$ cat src/rtl/dacw_pkg.sv
package dacw_pkg;

    typedef enum logic [2:0] {
        ST_IDLE,
        ST_LOW,
        ST_HIGH,
        ST_HOLD,
        ST_GAP
    } dacw_state_e;

endpackage

$ cat src/rtl/dacw_phase_timer.sv
module dacw_phase_timer #(
    parameter int CNT_W = 2
) (
    input  logic             clk,
    input  logic             rst,
    input  logic             load,
    input  logic [CNT_W-1:0] load_val,
    output logic             expired
);

    logic [CNT_W-1:0] cnt_d, cnt_q;

    always_comb begin
        cnt_d = cnt_q;
        if (load) begin
            cnt_d = load_val;
        end else if (cnt_q != '0) begin
            cnt_d = cnt_q - 1'b1;
        end
        if (rst) begin
            cnt_d = '0;
        end
    end

    always_ff @(posedge clk) begin
        cnt_q <= cnt_d;
    end

    assign expired = (cnt_q == '0);

endmodule

$ cat src/rtl/dacw_shreg.sv
module dacw_shreg #(
    parameter int W = 16
) (
    input  logic         clk,
    input  logic         rst,
    input  logic         load,
    input  logic         shift,
    input  logic         clear,
    input  logic [W-1:0] load_val,
    output logic         msb
);

    logic [W-1:0] sh_d, sh_q;

    always_comb begin
        sh_d = sh_q;
        if (clear) begin
            sh_d = '0;
        end else if (load) begin
            sh_d = load_val;
        end else if (shift) begin
            sh_d = {sh_q[W-2:0], 1'b0};
        end
        if (rst) begin
            sh_d = '0;
        end
    end

    always_ff @(posedge clk) begin
        sh_q <= sh_d;
    end

    assign msb = sh_q[W-1];

    // only one operation on the frame word per cycle
    p_one_op_r3: assert property (@(posedge clk) disable iff (rst)
        !(load && shift) && !(load && clear) && !(shift && clear));

endmodule

$ cat src/rtl/dac_serial_writer.sv
module dac_serial_writer
    import dacw_pkg::*;
#(
    parameter int CODE_W  = 14,
    parameter int FRAME_W = 16,
    parameter int T_HIGH  = 2,
    parameter int T_LOW   = 2,
    parameter int T_HOLD  = 2
) (
    input  logic              clk,
    input  logic              rst,
    input  logic              code_valid,
    input  logic [CODE_W-1:0] code_in,
    output logic              code_ready,
    output logic              busy,
    output logic              done,
    output logic              cs_n,
    output logic              sclk,
    output logic              sdi
);

    localparam int PAD_W = FRAME_W - CODE_W;
    localparam int BIT_W = $clog2(FRAME_W);
    localparam int T_MAX = (T_HIGH > T_LOW) ? ((T_HIGH > T_HOLD) ? T_HIGH : T_HOLD)
                                            : ((T_LOW > T_HOLD) ? T_LOW : T_HOLD);
    localparam int CNT_W = $clog2(T_MAX) + 1;
    localparam logic [CNT_W-1:0] LD_HIGH   = CNT_W'(T_HIGH - 1);
    localparam logic [CNT_W-1:0] LD_LOW    = CNT_W'(T_LOW - 1);
    localparam logic [CNT_W-1:0] LD_HOLD   = CNT_W'(T_HOLD - 1);
    localparam logic [BIT_W-1:0] BITS_LAST = BIT_W'(FRAME_W - 1);

    typedef struct packed {
        dacw_state_e      state;
        logic [BIT_W-1:0] bits;
        logic             cs_n;
        logic             sclk;
        logic             done;
    } ctl_t;

    localparam ctl_t CTL_IDLE = '{state: ST_IDLE, bits: '0, cs_n: 1'b1, sclk: 1'b0, done: 1'b0};

    ctl_t             d, q;
    logic             tmr_load, tmr_expired;
    logic [CNT_W-1:0] tmr_val;
    logic             sh_load, sh_shift, sh_clear;
    logic [FRAME_W-1:0] frame_word;

    generate
        if (PAD_W == 0) begin : g_nopad
            assign frame_word = code_in;
        end else begin : g_pad
            assign frame_word = {{PAD_W{1'b0}}, code_in};
        end
    endgenerate

    always_comb begin
        d        = q;
        d.done   = 1'b0;
        tmr_load = 1'b0;
        tmr_val  = '0;
        sh_load  = 1'b0;
        sh_shift = 1'b0;
        sh_clear = 1'b0;
        case (q.state)
            ST_IDLE: begin
                if (code_valid) begin
                    d.state  = ST_LOW;
                    d.cs_n   = 1'b0;
                    d.bits   = BITS_LAST;
                    sh_load  = 1'b1;
                    tmr_load = 1'b1;
                    tmr_val  = LD_LOW;
                end
            end
            ST_LOW: begin
                if (tmr_expired) begin
                    d.state  = ST_HIGH;
                    d.sclk   = 1'b1;
                    tmr_load = 1'b1;
                    tmr_val  = LD_HIGH;
                end
            end
            ST_HIGH: begin
                if (tmr_expired) begin
                    d.sclk   = 1'b0;
                    tmr_load = 1'b1;
                    if (q.bits == '0) begin
                        d.state = ST_HOLD;
                        tmr_val = LD_HOLD;
                    end else begin
                        d.state  = ST_LOW;
                        d.bits   = q.bits - 1'b1;
                        sh_shift = 1'b1;
                        tmr_val  = LD_LOW;
                    end
                end
            end
            ST_HOLD: begin
                if (tmr_expired) begin
                    d.state  = ST_GAP;
                    d.cs_n   = 1'b1;
                    d.done   = 1'b1;
                    sh_clear = 1'b1;
                    tmr_load = 1'b1;
                    tmr_val  = LD_HIGH;
                end
            end
            ST_GAP: begin
                if (tmr_expired) begin
                    d.state = ST_IDLE;
                end
            end
            default: d = CTL_IDLE;
        endcase
        if (rst) begin
            d = CTL_IDLE;
        end
    end

    always_ff @(posedge clk) begin
        q <= d;
    end

    dacw_phase_timer #(.CNT_W(CNT_W)) u_timer (
        .clk      (clk),
        .rst      (rst),
        .load     (tmr_load),
        .load_val (tmr_val),
        .expired  (tmr_expired)
    );

    dacw_shreg #(.W(FRAME_W)) u_shreg (
        .clk      (clk),
        .rst      (rst),
        .load     (sh_load),
        .shift    (sh_shift),
        .clear    (sh_clear),
        .load_val (frame_word),
        .msb      (sdi)
    );

    assign code_ready = (q.state == ST_IDLE);
    assign busy       = (q.state != ST_IDLE);
    assign done       = q.done;
    assign cs_n       = q.cs_n;
    assign sclk       = q.sclk;

    // an accepted code opens a frame and closes the handshake
    p_accept_opens_frame_r2: assert property (@(posedge clk) disable iff (rst)
        (code_valid && code_ready) |=> (!cs_n && !code_ready && busy));

    // data is steady whenever the serial clock is high
    p_data_steady_r5: assert property (@(posedge clk) disable iff (rst)
        sclk |-> $stable(sdi));

    // no serial clock activity outside a frame
    p_clock_in_frame_r6: assert property (@(posedge clk) disable iff (rst)
        sclk |-> !cs_n);

    // chip select rises only after a low-clock hold cycle
    p_hold_before_commit_r7: assert property (@(posedge clk) disable iff (rst)
        $rose(cs_n) |-> (!sclk && $past(!cs_n && !sclk)));

    // done marks the rise of chip select
    p_done_on_commit_r8: assert property (@(posedge clk) disable iff (rst)
        done |-> $rose(cs_n));

    // a frame in progress keeps the handshake closed
    p_busy_blocks_accept_r10: assert property (@(posedge clk) disable iff (rst)
        (!cs_n && !$rose(cs_n)) |-> !code_ready);

endmodule

$ cat config.mk
export PLATFORM = sky130hd
export DESIGN_NAME = dac_serial_writer
export DESIGN_NICKNAME = d
export VERILOG_FILES = /design/src/rtl/dacw_pkg.sv /design/src/rtl/dacw_phase_timer.sv /design/src/rtl/dacw_shreg.sv /design/src/rtl/dac_serial_writer.sv
export SDC_FILE = /design/constraint.sdc
export NUM_CORES = 1
export LEC_CHECK = 0
export ABC_AREA = 1
export BUFFER_PORTS_ARGS = -buffer_cell sky130_fd_sc_hd__buf_2
export CORE_MARGIN = 2
export CORE_UTILIZATION = 56
export CTS_CLUSTER_SIZE = 28
export DETAILED_ROUTE_END_ITERATION = 6
export HOLD_SLACK_MARGIN = 0.15
export PLACE_DENSITY = 0.86
export SYNTH_ARGS = -nofsm -noshare
export SYNTH_HDL_FRONTEND = slang
export SYNTH_SLANG_ARGS = --single-unit
$ cat constraint.sdc
create_clock -name clk -period 3.8 [get_ports clk]
set_clock_uncertainty 0.15 [all_clocks]
set_input_delay 0.38 -clock clk [delete_from_list [all_inputs] [get_ports clk]]
set_output_delay 0.38 -clock clk [all_outputs]
set_load 0.02 [all_outputs]
==> qor.yml <==
status: "completed"
first_pass_iters: 4
syn_inst: 225
coreArea_um2: 2480
rows: 18
yosysTopAreaCell: "dfxtp_1"
synth_area_leaders: "dfxtp_1 (38%), nand2_1 (21%), nand3_1 (9.9%)"
drc: 0
routed.top_layer: "met4"
chipHeight_um: 55.2
wl_per_cell_um: 10.8
n_fill_cell: 224
critical_path_class: "flop to flop"
seq_area_um2: 561
ys.warnings.count: 0
max_slew_margin: 0.690
critPathLaunchType: "flop"
swShare: 0.452
switchingPower_mw: 0.556
finalSetupTns_ns: 0
final_core_utilization: 0.658
setup_viol: 0
drt_iter0_drc: 46
syn_nets: 244
drv_cap: 0
worst_pin_slew_ns: 0.463
rsz0062_at_grt: "no"
clock_power_share: 0.159
wl_mm: 2.95
ir_worst_vdd_uv: 531
worstSetupEndpointType: "flop"
power.density_nw_per_um2: 756
mostFrequentLayoutCells: "nand2_1 (82), nand3_1 (29), dfxtp_1 (28)"
chipWidth_um: 55.2
track_usage: 0.208
grt_overflow_total: 0
cts_buffer_depth: 2
avgSynthCellArea_um2: 6.51
critPathRequiredTime_ns: 3.87
clock_latency_ns: 0.33
finalCriticalPeriod_ns: 1.97
layout_setup_ws_ns: 1.83
wl_met1_mm: 1.43
ys_ff_latch: 28
p_leak_nw: 0.769
ant_nets: 0
nets: 264
synth_top_area_share: 0.383
hp-class: "input port to flop"
grt_pass1_vias: 1106
multiInputGateArea_um2: 778
route.met3.wl_um: 104
h-tree-depth: 1
vias_per_cell: 5.18
wl_met2_mm: 1.40
grt_max_degree: 30
p_int_mw: 0.676
slew_viol_final: 0
port_buffers: 22
areaGrowthSynthToFinish_pct: 11.3
num_io_pins: 23
path_clk_slew_ns: 0.15
power_frac_comb: 0.498
p_total_mw: 1.23
netlist-cell-type-count: 23
cts_tree: "done"
dp_slack_ns: 1.86
clock_tree.root_cell: "clkbuf_4"
yosysSeqAreaShare: 0.383
cts_buffers: 3
initial_core_util: 0.591
drive_above_1_share: 0.131
period_share: 0.519
p_seq_frac: 0.343
netlist_area_um2: 1470
fmax_ghz: 0.507
antenna_found_initial: 0
mostFrequentLayoutCell: "nand2_1"
gp_congestion: 0.907
cp.arrival_ns: 2.04
diodes: 0
cp_max_fo: 29
hold_violations: 0
grt_pass1_wl_mm: 4.69
cts.sinks: 28
die_area_um2: 3040
hpwlAfterDp_mm: 2.04
via_count: 1418
[power groups by stage]
stage / clock, mW / combinational [mW] / sequential (mW)
floorplan: 0 / 0.513 / 0.424
global placement: 0 / 0.599 / 0.427
detailed placement: 0 / 0.607 / 0.429
CTS: 0.197 / 0.614 / 0.422
global route: 0.208 / 0.706 / 0.432
finish: 0.196 / 0.613 / 0.423
[repair_timing]
item / CTS / global route
resized for setup: 0 / 0
buffers inserted: 0 / 0
hold buffers: 2 / 0
hold endpoints to repair: 5 / 0
[sequential cells by signal (all words and copies together) (netlist names)]
signal,cells
done,1
u_timer.cnt_q,2
sclk,1
cs_n,1
q,7
u_shreg.sh_q,16
[per-stage QoR]
step	hold WS, ns	cell area (um^2)	instances
floorplan	0.287	1470	225
global placement	0.301	1560	268
detailed placement	0.294	1560	268
CTS	0.157	1630	274
global route	0.158	1630	274
finish	0.155	1630	274
[path summary, 6_finish.rpt]
check,cells past startpoint,slack (ns),to,start
worst min-delay path,3,0.16,u_shreg.sh_q[3]$_SDFFE_PP0P_,code_in[3]
worst min register to register,2,0.33,u_shreg.sh_q[15]$_SDFFE_PP0P_,u_shreg.sh_q[15]$_SDFFE_PP0P_
worst max-delay path,7,1.83,u_shreg.sh_q[8]$_SDFFE_PP0P_,q[8]$_SDFFE_PP0P_
worst max register to register,7,1.83,u_shreg.sh_q[8]$_SDFFE_PP0P_,q[8]$_SDFFE_PP0P_
[cell families (layout without fill, tap and decap cells)]
kind of cell / count (synthesis) / after routing / share of synthesized area
adders and majority gates: 2 / 2 / 0.0171
AOI/OAI and AO/OA: 29 / 29 / 0.102
and+or+nand+nor: 137 / 137 / 0.407
xor gates and xnor gates: 1 / 1 / 0.00598
DFF: 28 / 28 / 0.383
buffers and inverters: 28 / 47 / 0.0862
[worst max-delay path, cell delays in order, from the launching register on]
cell and delay, ns:
dfxtp_1 0.50, inv_1 0.18, nand2_4 0.15, nor2_8 0.07, inv_2 0.36, nand2_2 0.25, nand2_1 0.12, a21oi_1 0.06
[cell usage after synthesis]
cell,instances
a21oi_1,19
a31oi_1,1
and2_1,1
buf_2,5
buf_6,2
clkbuf_1,2
clkinv_1,1
dfxtp_1,28
ha_1,2
inv_1,17
inv_2,1
nand2_1,82
nand2_2,1
nand2_4,1
nand3_1,29
nand3_2,1
nand4_1,1
nor2_1,19
nor2_4,1
nor2_8,1
o21ai_0,8
o31ai_1,1
xnor2_1,1
[cell type report]
type | count | share of cell area
tap | 30 | 0.0230
clock inverter | 1 | 0.0184
timing repair buffer | 24 | 0.0798
inverter | 19 | 0.0437
clock buffer | 3 | 0.0138
multi-input combinational | 169 | 0.477
sequential | 28 | 0.344
[per-layer routing]
metal	vias up	track usage
li1	753	-
met1	631	0.286
met2	30	0.341
met3	4	0.0349
met4	0	0.0488
met5	-	0
Power figures use the tool's default switching activity.
